## config.mk

```make
export PLATFORM = sky130hd
export DESIGN_NAME = alu_flags_unit
export DESIGN_NICKNAME = d
export VERILOG_FILES = /design/src/rtl/alu_flags_pkg.sv /design/src/rtl/alu_ctrl.sv /design/src/rtl/alu_datapath.sv /design/src/rtl/alu_flags_unit.sv
export SDC_FILE = /design/constraint.sdc
export NUM_CORES = 1
export LEC_CHECK = 0
export BUFFER_PORTS_ARGS = -buffer_cell sky130_fd_sc_hd__buf_2
export CORE_MARGIN = 4
export CORE_UTILIZATION = 56
export DETAILED_ROUTE_END_ITERATION = 10
export PLACE_DENSITY = 0.82
export SETUP_SLACK_MARGIN = 0.15
export SLEW_MARGIN = 10
export SYNTH_ARGS = -nofsm -noshare
export SYNTH_HDL_FRONTEND = slang
export SYNTH_HIERARCHICAL = 1
export SYNTH_SLANG_ARGS = --single-unit
```

## constraint.sdc

```tcl
create_clock -name clk -period 8.5 [get_ports clk]
set_clock_uncertainty 0.05 [all_clocks]
set_input_delay 0 -clock clk [delete_from_list [all_inputs] [get_ports clk]]
set_output_delay 0 -clock clk [all_outputs]
set_load 0.01 [all_outputs]
```

## src/rtl/alu_flags_pkg.sv

```systemverilog
package alu_flags_pkg;

  typedef enum logic [1:0] {
    OPB_ZERO = 2'b00,
    OPB_TRUE = 2'b01,
    OPB_INV  = 2'b10,
    OPB_ONES = 2'b11
  } opbSel_e;

  typedef enum logic [1:0] {
    LOGIC_OR  = 2'b00,
    LOGIC_XOR = 2'b01,
    LOGIC_AND = 2'b10,
    LOGIC_NOT = 2'b11
  } logicOp_e;

  typedef struct packed {
    logic     isLogic;
    opbSel_e  opbSel;
    logic     carryIn;
    logicOp_e logicOp;
    logic     flagLoad;
  } aluStrobes_t;

  localparam int SEL_W = 4;

endpackage

```

## src/rtl/alu_ctrl.sv

```systemverilog
module alu_ctrl
  import alu_flags_pkg::*;
(
  input  logic [SEL_W-1:0] opSel,
  input  logic             flagUpdate,
  output aluStrobes_t      strobes
);

  always_comb begin
    strobes.isLogic  = opSel[3];
    strobes.opbSel   = opbSel_e'(opSel[2:1]);
    strobes.carryIn  = opSel[3] ? 1'b0 : opSel[0];
    strobes.logicOp  = logicOp_e'(opSel[2:1]);
    strobes.flagLoad = flagUpdate;
  end

endmodule

```

## src/rtl/alu_datapath.sv

```systemverilog
module alu_datapath
  import alu_flags_pkg::*;
#(
  parameter int WIDTH = 8
) (
  input  logic             clk,
  input  logic             rstN,
  input  logic [WIDTH-1:0] opA,
  input  logic [WIDTH-1:0] opB,
  input  aluStrobes_t      strobes,
  output logic [WIDTH-1:0] result,
  output logic             zeroFlag,
  output logic             signFlag,
  output logic             carryFlag
);

  localparam int MSB = WIDTH - 1;

  logic [WIDTH-1:0] addInB;
  logic [WIDTH-1:0] sumBits;
  logic [WIDTH:0]   carryChain;
  logic [WIDTH-1:0] logicOut;
  logic             carryOut;

  // operand selector: zero / true / complement / ones
  always_comb begin
    unique case (strobes.opbSel)
      OPB_ZERO: addInB = '0;
      OPB_TRUE: addInB = opB;
      OPB_INV:  addInB = ~opB;
      default:  addInB = '1;
    endcase
  end

  // ripple adder, one full-adder stage per bit
  assign carryChain[0] = strobes.carryIn;
  for (genvar i = 0; i < WIDTH; i++) begin : g_stage
    assign sumBits[i]      = opA[i] ^ addInB[i] ^ carryChain[i];
    assign carryChain[i+1] = (opA[i] & addInB[i]) | (carryChain[i] & (opA[i] ^ addInB[i]));
  end
  assign carryOut = carryChain[WIDTH];

  // logic section
  always_comb begin
    unique case (strobes.logicOp)
      LOGIC_OR:  logicOut = opA | opB;
      LOGIC_XOR: logicOut = opA ^ opB;
      LOGIC_AND: logicOut = opA & opB;
      default:   logicOut = ~opA;
    endcase
  end

  assign result = strobes.isLogic ? logicOut : sumBits;

  // flag registers
  always_ff @(posedge clk or negedge rstN) begin
    if (!rstN) begin
      zeroFlag  <= 1'b0;
      signFlag  <= 1'b0;
      carryFlag <= 1'b0;
    end else if (strobes.flagLoad) begin
      zeroFlag  <= (result == '0);
      signFlag  <= result[MSB];
      carryFlag <= strobes.isLogic ? 1'b0 : carryOut;
    end
  end

  AST_RIPPLE_SUM: assert property (@(posedge clk) disable iff (!rstN)
    !strobes.isLogic |-> {carryOut, sumBits} == ({1'b0, opA} + {1'b0, addInB} + {{WIDTH{1'b0}}, strobes.carryIn}));

  AST_FLAG_HOLD: assert property (@(posedge clk) disable iff (!rstN)
    !strobes.flagLoad |=> $stable({zeroFlag, signFlag, carryFlag}));

  AST_ZERO_TRACK: assert property (@(posedge clk) disable iff (!rstN)
    strobes.flagLoad |=> zeroFlag == ($past(result) == '0));

  AST_SIGN_TRACK: assert property (@(posedge clk) disable iff (!rstN)
    strobes.flagLoad |=> signFlag == $past(result[MSB]));

  AST_LOGIC_NO_CARRY: assert property (@(posedge clk) disable iff (!rstN)
    strobes.flagLoad && strobes.isLogic |=> !carryFlag);

endmodule

```

## src/rtl/alu_flags_unit.sv

```systemverilog
module alu_flags_unit
  import alu_flags_pkg::*;
#(
  parameter int WIDTH = 8
) (
  input  logic             clk,
  input  logic             rstN,
  input  logic [WIDTH-1:0] opA,
  input  logic [WIDTH-1:0] opB,
  input  logic [SEL_W-1:0] opSel,
  input  logic             flagUpdate,
  output logic [WIDTH-1:0] result,
  output logic             zeroFlag,
  output logic             signFlag,
  output logic             carryFlag
);

  aluStrobes_t strobes;

  alu_ctrl u_ctrl (
    .opSel      (opSel),
    .flagUpdate (flagUpdate),
    .strobes    (strobes)
  );

  alu_datapath #(.WIDTH(WIDTH)) u_dp (
    .clk       (clk),
    .rstN      (rstN),
    .opA       (opA),
    .opB       (opB),
    .strobes   (strobes),
    .result    (result),
    .zeroFlag  (zeroFlag),
    .signFlag  (signFlag),
    .carryFlag (carryFlag)
  );

endmodule

```

==> results.toml, run 1 <==
[outcome]
status = "finished clean"

[timing]
slew_headroom_pct = 63.8
tightest_slew_ns = 0.543
finalWorstSetupSlack_ns = 4.57
fmax_mhz = 254
layout_min_cycle_time_ns = 3.93
setup_viol = 0
fin_crit_sh_pct = 46.2
maxSlewViolCount = 0
hold_violations = 0
whs_ns = 0.0235
rsz0062_at_grt = "no"
setup_tns_ns = 0

[final_layout]
final_cells = 194
drive_above_1_share_pct = 29.9
syn2layout_area_growth_pct = 13.6
final_util_pct = 67.1
n_antenna_cell = 0
nNetsFinal = 215

[setup_path]
critPathTopFamily = "adder cells"
critPathSlowestCell = "fa_1"
worstSetupPathDepth = 16
criticalPathCategory = "input port to output pin"
critical_path.max_stage_delay_ns = 0.49
crit_path_end_kind = "output pin"
crit_top_cell = "fa_1"
critPathMaxFanout = 33
cp.arrival_ns = 3.88
worstRegToRegCells = 2
crit_buf_inv = 5
timing.critical_path.required_ns = 8.45
start_kind = "input port"
path_cells = "buf_2, mux2i_1, fa_1, inv_1, fa_1, fa_1, fa_1, inv_1, fa_1, inv_1, fa_1, fa_1, fa_1, nor2_1, a21oi_1, buf_2"

[place]
place_congestion = 0.857
dp_slack_ns = 4.38
place_hpwl_mm = 2.13
port_buffers = 33
dp.cells = 189

[clock_network]
post_cts_resized = 0
clk_pin_slew_ns = 0.04
htree_levels = 1
cts_tree = "done"
cts_setup_buffers = 0
cts_sinks = 3
cts_buffers = 3
cts_root_buf = "clkbuf_4"
clk_latency_ns = 0.23
cts_buffer_depth = 2

[synth]
netlist_instances = 140
syn_avg_cell_area_um2 = 8.28
yosys_warnings = 6
synth_seq_cells = 3
syn_area_um2 = 1160
synth.distinct_cells = 35
seq_area_frac_synth_pct = 6.48
synth_nets = 187

[global_route]
grt_pass1_vias = 1084
grt_antenna_before_repair = 0
grt_usage_pct = 21.7
grt_pass1_wl_mm = 4.55
grt_max_degree = 34
grt_remaining_overflow = 0

[route]
vias = 1071
initialDrtViolationCount = 28
drc = 0
wl_mm = 2.68
wire_per_inst_um = 13.8
viasPerCell = 5.52
first_pass_iters = 4
detail-route-antenna-nets = 0

[min_path]
hp-class = "input port to register"
hold_depth = 2

[floorplanning]
ios = 34
die_x_um = 53.5
row_count = 16
initial_core_util_pct = 59.1
die_y_um = 53.5
design.die.area_um2 = 2860
coreArea_um2 = 1960

[power]
p_per_area_nw_per_um2 = 92.7
p_leak_uw = 0.000723
peakVddDrop_uv = 90.3

[flow_run]
max_cap_violations = 0
[routing by layer]
| metal | share of wire [%] | up-vias | global-route usage, % | wire, um |
|---|---|---|---|---|
| met5 | 0 | - | 0 | 0 |
| met4 | 2.4 | 0 | 11.9 | 64 |
| met3 | 6.2 | 8 | 2.54 | 167 |
| met2 | 52 | 45 | 37.3 | 1390 |
| met1 | 40 | 498 | 25.7 | 1060 |
| li1 | - | 520 | - | - |
[cell usage in the layout, fill, tap and decap left out, types with 2 or more instances in the layout]
master,count
buf_2,33
inv_1,27
ha_1,16
a21oi_1,11
mux2_2,9
mux2i_1,8
fa_1,8
nor2_1,7
nand2_1,6
clkbuf_4,3
nor4bb_1,3
nor3b_1,3
nor2b_1,3
nor3_1,3
dfrtp_1,3
o21ai_0,2
o221ai_1,2
nand3_1,2
o31ai_1,2
[repair_timing]
action                                 4_1_cts  5_1_grt
endpoints found under the hold margin        3        0
hold buffers                                 1        0
setup endpoints to repair                    0        0
[cells in the mapped netlist (all sizes together)]
library cell,n,area [um^2]
a211oi,1,7.51
a21oi,11,55.1
a221oi,1,8.76
a22o,1,8.76
a31o,1,8.76
and2,1,6.26
and3,1,6.26
buf,11,77.6
dfrtp,3,75.1
fa,8,160
ha,16,200
inv,28,105
mux2,10,113
mux2i,8,80.1
nand2,6,22.5
nand2b,1,6.26
nand3,2,10.0
nor2,7,26.3
nor2b,4,32.5
nor3,3,15.0
nor3b,3,22.5
nor4bb,3,30.0
o2111ai,1,8.76
o21ai,3,18.8
o221ai,2,17.5
o31ai,2,15.0
or2b,1,7.51
or4b,1,13.8
[final cells by class]
class,instances,area [um^2]
multi-input cells,98,901
fillers,188,646
repair buffers,34,175
inverters,28,105
flip-flops and latches,3,75.1
well taps,27,33.8
clock buffers,4,26.3
[sequential cells by signal, summed over array words and instances (netlist names)]
signal	flops
u_dp/carryFlag	1
u_dp/signFlag	1
u_dp/zeroFlag	1
[power by group]
group | internal [uW] | switching (uW)
Sequential | 16.0 | 0.795
Clock | 17.6 | 7.92
Combinational | 35.6 | 44.1
Total | 69.3 | 52.8
[worst register-to-register path, stage by stage (launching register included)]
cell	delay (ns)
dfrtp_1	0.37
nor2b_1	0.13
a31o_2	0.20
[stage by stage]
step | power, uW | cell area [um^2]
finish | 122 | 1320
global route | 136 | 1320
CTS | 124 | 1320
detailed placement | 95.7 | 1280
global placement | 92.0 | 1280
floorplan | 70.6 | 1160
[final timing paths]
check,start,to,slack (ns)
max,opSel[1],result[7],4.57
min,flagUpdate,u_dp/signFlag,0.02
max reg2reg,u_dp/carryFlag,u_dp/carryFlag,7.64
min reg2reg,u_dp/signFlag,u_dp/signFlag,0.46
max in group asynchronous,rstN,u_dp/carryFlag,8.23
min in group asynchronous,rstN,u_dp/signFlag,0.06
[cell families after synthesis]
logic type	Yosys count	share of synthesized area, %
muxes	18	16.6
and+or+nand+nor	33	17.2
buffers and inverters	39	15.8
DFF	3	6.48
AOI/OAI and AO/OA	23	12.9
adders and majority gates	24	31.1
(Power assumes the default switching activity.)
==> run 2: changes to the inputs <==
--- a/config.mk
+++ b/config.mk
@@ -5,11 +5,12 @@
 export SDC_FILE = /design/constraint.sdc
 export NUM_CORES = 1
 export LEC_CHECK = 0
+export ABC_AREA = 1
 export BUFFER_PORTS_ARGS = -buffer_cell sky130_fd_sc_hd__buf_2
 export CORE_MARGIN = 4
-export CORE_UTILIZATION = 56
+export CORE_UTILIZATION = 47
 export DETAILED_ROUTE_END_ITERATION = 10
-export PLACE_DENSITY = 0.82
+export PLACE_DENSITY = 0.74
 export SETUP_SLACK_MARGIN = 0.15
 export SLEW_MARGIN = 10
 export SYNTH_ARGS = -nofsm -noshare
==> constraint.sdc (replaced) <==
create_clock -name clk -period 3.6 [get_ports clk]
set_clock_uncertainty 0.05 [all_clocks]
set_input_delay 0 -clock clk [delete_from_list [all_inputs] [get_ports clk]]
set_output_delay 0 -clock clk [all_outputs]
set_load 0.01 [all_outputs]
==> run 2 against run 1 <==
  * Register-to-register slack worse by 4.8 ns
  * Worst setup slack lost 4.3 ns
  * Power is 130% higher
  * Clock power is 120% higher
  * Critical path type is now input port to register
  * Critical path depth up 2
  * Clock-buffer cell count did not move
==> results.toml, run 2 <==
[floorplanning]
die_x_um = 56.3
coreArea_um2 = 2210
ios = 34
die_y_um = 56.3
initial_core_util_pct = 49.6
row_count = 17
design.die.area_um2 = 3170

[timing]
fin_crit_sh_pct = 93.4
finalWorstSetupSlack_ns = 0.237
fmax_mhz = 297
tightest_slew_ns = 0.416
slew_headroom_pct = 72.2
rsz0062_at_grt = "yes"
hold_violations = 0
whs_ns = 0.0485
layout_min_cycle_time_ns = 3.36
maxSlewViolCount = 0
setup_viol = 0

[synth]
async_flop_share_pct = 100
netlist_instances = 175
synth_top_family_by_area = "adder cells"
synth_compound_area_share_pct = 12.7
yosys_warnings = 6
syn_avg_cell_area_um2 = 6.27
synth.distinct_cells = 19
synth_nets = 222
synth_xor_area_share_pct = 0
synthTopCellsByCount = "inv_1, nand2_1, nand3_1"
synthMuxAreaShare_pct = 0
synth_fa_ha_area_share_pct = 32.8
synth_seq_cells = 3
synth-simple-area-share_pct = 26.9
syn_area_um2 = 1100
synth_largest_area_cell = "ha_1"
synth_most_common_cell = "inv_1"
ys_top_cells_by_area = "ha_1, inv_1, fa_1"
synth_edf_count = 0
synth_top_cell_area_share_pct = 18.2
seq_area_frac_synth_pct = 6.84
ys.flop_type = "dfrtp_1"

[setup_path]
crit_top_cell = "fa_2"
path_cells = "buf_4, o21ai_4, fa_2, inv_2, fa_2, fa_2, fa_2, inv_2, fa_2, inv_2, fa_2, fa_2, fa_1, nand2_2, nand2_2, nor2_1, nand3_1, o21bai_2"
critPathTopFamily = "adder cells"
worstRegToRegCells = 3
critical_path.max_stage_delay_ns = 0.45
rrSetupSlack_ns = 2.80
start_kind = "input port"
crit_buf_inv = 4
critPathSlowestCell = "fa_1"
timing.critical_path.required_ns = 3.70
r2r_end = "u_dp/zeroFlag"
criticalPathCategory = "input port to register"
cp.arrival_ns = 3.47
worstSetupPathDepth = 18
reg2reg_from = "u_dp/zeroFlag"
critPathMaxFanout = 3
crit_path_end_kind = "register"

[global_route]
grt_max_degree = 18
grt_remaining_overflow = 0
grt_pass1_vias = 1231
grt_pass1_wl_mm = 5.07
grt_antenna_before_repair = 0
grt_usage_pct = 19.4

[place]
port_buffers = 33
place_congestion = 0.864
place_hpwl_mm = 2.34
dp_slack_ns = -0.0422

[clock_network]
clk_pin_slew_ns = 0.04
cts_root_buf = "clkbuf_4"
cts_setup_buffers = 0
cts_buffers = 3
cts_tree = "done"
cts_buffer_depth = 2
clk_latency_ns = 0.23
cts_sinks = 3
htree_levels = 1

[route]
wire_per_inst_um = 12.2
viasPerCell = 4.88
drc = 0
first_pass_iters = 4
initialDrtViolationCount = 30
detail-route-antenna-nets = 0
vias = 1161
wl_mm = 2.90

[final_layout]
reg_top3 = "u_dp/carryFlag: 1 flops, u_dp/signFlag: 1 flops, u_dp/zeroFlag: 1 flops"
nFillCells = 227
n_antenna_cell = 0
final_common_cell = "inv_1"
drive_above_1_share_pct = 30.0
syn2layout_area_growth_pct = 24.9
nNetsFinal = 258
final_util_pct = 61.9
layout_common_cells = "inv_1, nand2_1, buf_2"

[flow_run]
max_cap_violations = 0

[outcome]
status = "finished clean"

[power]
p_per_area_nw_per_um2 = 204
p_leak_uw = 0.000809
totalPowerFinal_uw = 279
peakVddDrop_uv = 156

[min_path]
hp-class = "input port to asynchronous set/reset pin"
[run 2: changes by cell type after synthesis, sizes merged, moves of 3 or more]
cell,delta
a21oi,-11
buf,-3
inv,+16
mux2,-10
mux2i,-8
nand2,+35
nand3,+15
nor2b,-4
nor3,-3
nor3b,-3
nor4bb,-3
o21ai,+20
[run 2: area by class of cell]
cell class	instances	area [um^2]	area share, %
multi-input combinational	119	828	60.5
timing repair buffer	40	240	17.5
inverter	44	165	12.1
sequential	3	75.1	5.48
tap	28	35.0	2.56
clock buffer	4	26.3	1.92
[run 2: cells by family (layout without fill, tap and decap cells)]
family	Yosys count	in the layout
simple gates	69	69
buf+inv	53	88
compound gates	26	26
fa+ha+maj	24	24
flops	3	3
[run 2: worst max path at each step]
stage / startpoint / end
floorplan: opSel[1] / u_dp/zeroFlag
global placement: opSel[1] / u_dp/zeroFlag
detailed placement: opSel[1] / u_dp/zeroFlag
CTS: opSel[1] / result[7]
global route: opSel[2] / u_dp/zeroFlag
finish: opSel[2] / u_dp/zeroFlag
[run 2: per-stage QoR]
step / TNS [ns] / cells / area [um^2]
after floorplan: 0 / 175 / 1110
after global placement: 0 / 232 / 1290
after detailed placement: -0.0422 / 232 / 1290
after CTS: 0 / 238 / 1340
after global routing: 0 / 238 / 1370
final: 0 / 238 / 1370
[run 2: where the power goes]
group	total [uW]	switching, uW	internal (uW)
combinational	184	107	76.9
clock	56.6	15.2	41.4
sequential	38.9	1.64	37.2
total	279	124	156
[run 2: layer usage]
metal	GRT usage, %	part of all wire (%)	vias up	wire (um)
li1	-	-	600	-
met1	23.3	41	526	1200
met2	34.9	53	33	1530
met3	1.84	5.5	2	159
met4	8.14	0.31	0	9
met5	0	0	-	0
[run 2: what timing repair did]
item / in CTS / in global routing
hold endpoints to repair: 4 / 0
hold buffers: 2 / 0
resized for setup: 0 / 13
endpoints found under the setup margin: 0 / 2
==> run 3: changes to the inputs <==
--- a/config.mk
+++ b/config.mk
@@ -12,7 +12,7 @@
 export DETAILED_ROUTE_END_ITERATION = 10
 export PLACE_DENSITY = 0.74
 export SETUP_SLACK_MARGIN = 0.15
-export SLEW_MARGIN = 10
+export SLEW_MARGIN = 15
 export SYNTH_ARGS = -nofsm -noshare
 export SYNTH_HDL_FRONTEND = slang
 export SYNTH_HIERARCHICAL = 1
==> constraint.sdc (replaced) <==
create_clock -name clk -period 3 [get_ports clk]
set_clock_uncertainty 0.05 [all_clocks]
set_input_delay 0 -clock clk [delete_from_list [all_inputs] [get_ports clk]]
set_output_delay 0 -clock clk [all_outputs]
set_load 0.01 [all_outputs]
==> run 3 against run 2 <==
  * The flow now finishes with violations (setup timing)
  * Critical path depth up 1
  * First-iteration DRC count shrank 30%
  * Clock-buffer cell count is the same
  * Register-to-register slack worse by 0.59 ns
  * Cell count is 2.5% higher
  * Clock power up 32%
  * Global-route usage is 1.3 points lower
  * Highest routed layer is now met3
==> results.toml, run 3 (synthesis results as in run 2) <==
[clock_network]
htree_levels = 1
cts_buffers = 3
clk_latency_ns = 0.23
cts_buffer_depth = 2
cts_root_buf = "clkbuf_4"
cts_tree = "done"
clk_pin_slew_ns = 0.04
cts_sinks = 3

[power]
internal_power_uw = 198
sequentialPowerShare_pct = 13.1
p_leak_uw = 0.000840
power_frac_comb_pct = 65.9
p_per_area_nw_per_um2 = 249
p_sw_share_pct = 44.3
p_sw_uw = 158
power.share.clock_pct = 20.9
peakVddDrop_uv = 197
totalPowerFinal_uw = 356

[place]
place_hpwl_mm = 2.30
dp_slack_ns = -0.540
port_buffers = 33
place_congestion = 0.828

[final_layout]
multiInputGateArea_um2 = 828
drive_above_1_share_pct = 33.3
nFillCells = 208
layout_common_cells = "inv_1, nand2_1, buf_2"
final_common_cell = "inv_1"
syn2layout_area_growth_pct = 30.2
reg_top3 = "u_dp/carryFlag: 1 flops, u_dp/signFlag: 1 flops, u_dp/zeroFlag: 1 flops"
n_antenna_cell = 0
nNetsFinal = 264
seqCellArea_um2 = 75.1

[flow_run]
max_cap_violations = 0

[outcome]
failed_checks = "setup timing"
status = "finished with violations"

[route]
initialDrtViolationCount = 21
drc = 0
vias = 1181
detail-route-antenna-nets = 0
wire_per_inst_um = 12.1
first_pass_iters = 4
wl_mm = 2.95
viasPerCell = 4.84

[floorplanning]
initial_core_util_pct = 49.6
ios = 34
coreArea_um2 = 2210
die_y_um = 56.3
row_count = 17
design.die.area_um2 = 3170
die_x_um = 56.3

[global_route]
grt_pass1_vias = 1120
grt_max_degree = 18
grt_antenna_before_repair = 0
grt_remaining_overflow = 0
grt_usage_pct = 18.1
grt_pass1_wl_mm = 4.64

[timing]
fmax_mhz = 295
tightest_slew_ns = 0.395
maxSlewViolCount = 0
slew_headroom_pct = 73.6
rsz0062_at_grt = "yes"
hold_violations = 0
finalWorstSetupSlack_ns = -0.393
setup_viol = 3
fin_crit_sh_pct = 113
layout_min_cycle_time_ns = 3.39

[setup_path]
criticalPathCategory = "input port to output pin"
crit_path_end_kind = "output pin"
timing.critical_path.required_ns = 2.95
critPathMaxFanout = 2
start_kind = "input port"
cp.arrival_ns = 3.34

[min_path]
hp-class = "input port to asynchronous set/reset pin"
## run 3: cell types whose count changed in the layout (fill, tap and decap cells not counted)
cell	before	now
inv_4	0	1
nor2_2	2	3
inv_1	39	38
nor2_1	7	6
o21ai_2	0	1
buf_4	7	11
buf_6	2	3
nand3_2	0	1
nand3_1	17	16
buf_8	0	1
o21ai_4	1	0
## run 3: metrics by stage
step | cells | area [um^2] | util [%] | hold WS (ns) | setup TNS [ns]
2_1_floorplan | 175 | 1130 | - | -0.346 | -0.842
3_3_place_gp | 236 | 1320 | 59.8 | -0.253 | -1.37
3_5_place_dp | 236 | 1320 | 59.8 | -0.248 | -1.63
4_1_cts | 243 | 1400 | 63.2 | 0.0272 | -0.803
5_1_grt | 244 | 1430 | 64.6 | 0.0494 | -1.53
6_report | 244 | 1430 | 64.6 | 0.0364 | -1.00
## run 3: cell type report
type                            count  share of cell area [%]
Timing Repair Buffer               46                    20.8
Tap cell                           28                    2.45
Inverter                           44                    11.7
Clock buffer                        4                    1.84
Multi-Input combinational cell    119                    58.0
Sequential cell                     3                    5.25
## run 3: power groups by stage
| stage | Sequential, uW | Clock (uW) | Combinational (uW) |
|---|---|---|---|
| 2_1_floorplan | 49.1 | 0 | 133 |
| 3_3_place_gp | 46.9 | 0 | 206 |
| 3_5_place_dp | 47.3 | 0 | 214 |
| 4_1_cts | 46.9 | 77.7 | 222 |
| 5_1_grt | 47.2 | 79.6 | 261 |
| 6_report | 46.8 | 74.5 | 235 |
## run 3: path summary, 6_finish.rpt
path	to	start	cells past startpoint	slack [ns]
setup / recovery	result[7]	opSel[1]	19	-0.39
hold / removal	u_dp/zeroFlag	rstN	2	0.04
setup reg to reg	u_dp/zeroFlag	u_dp/zeroFlag	3	2.21
hold reg to reg	u_dp/carryFlag	u_dp/carryFlag	2	0.45
max in group asynchronous	u_dp/carryFlag	rstN	2	2.74
min in group clk	u_dp/carryFlag	opA[7]	4	0.22
## run 3: critical path, stage by stage
cell	delay [ns]
buf_8	0.10
inv_4	0.04
nand2_2	0.04
o21ai_2	0.06
fa_2	0.21
inv_2	0.04
fa_2	0.34
fa_2	0.35
fa_2	0.34
inv_2	0.06
fa_2	0.18
inv_2	0.04
fa_2	0.35
fa_2	0.35
fa_1	0.45
nand2_2	0.08
nand2_2	0.06
buf_4	0.13
buf_6	0.11
## run 3: layer usage
layer | GRT usage, % | routed length (um) | vias up
met4 | 7.46 | 0 | 0
li1 | - | - | 608
met3 | 2.53 | 163 | 0
met1 | 20.1 | 1250 | 543
met2 | 34.1 | 1540 | 30
met5 | 0 | 0 | -
## run 3: what timing repair did
action	4_1_cts	5_1_grt
hold buffers	2	0
resized for setup	6	7
buffers inserted	1	1
setup endpoints to repair	5	5
pin swaps	6	2
hold endpoints to repair	4	0
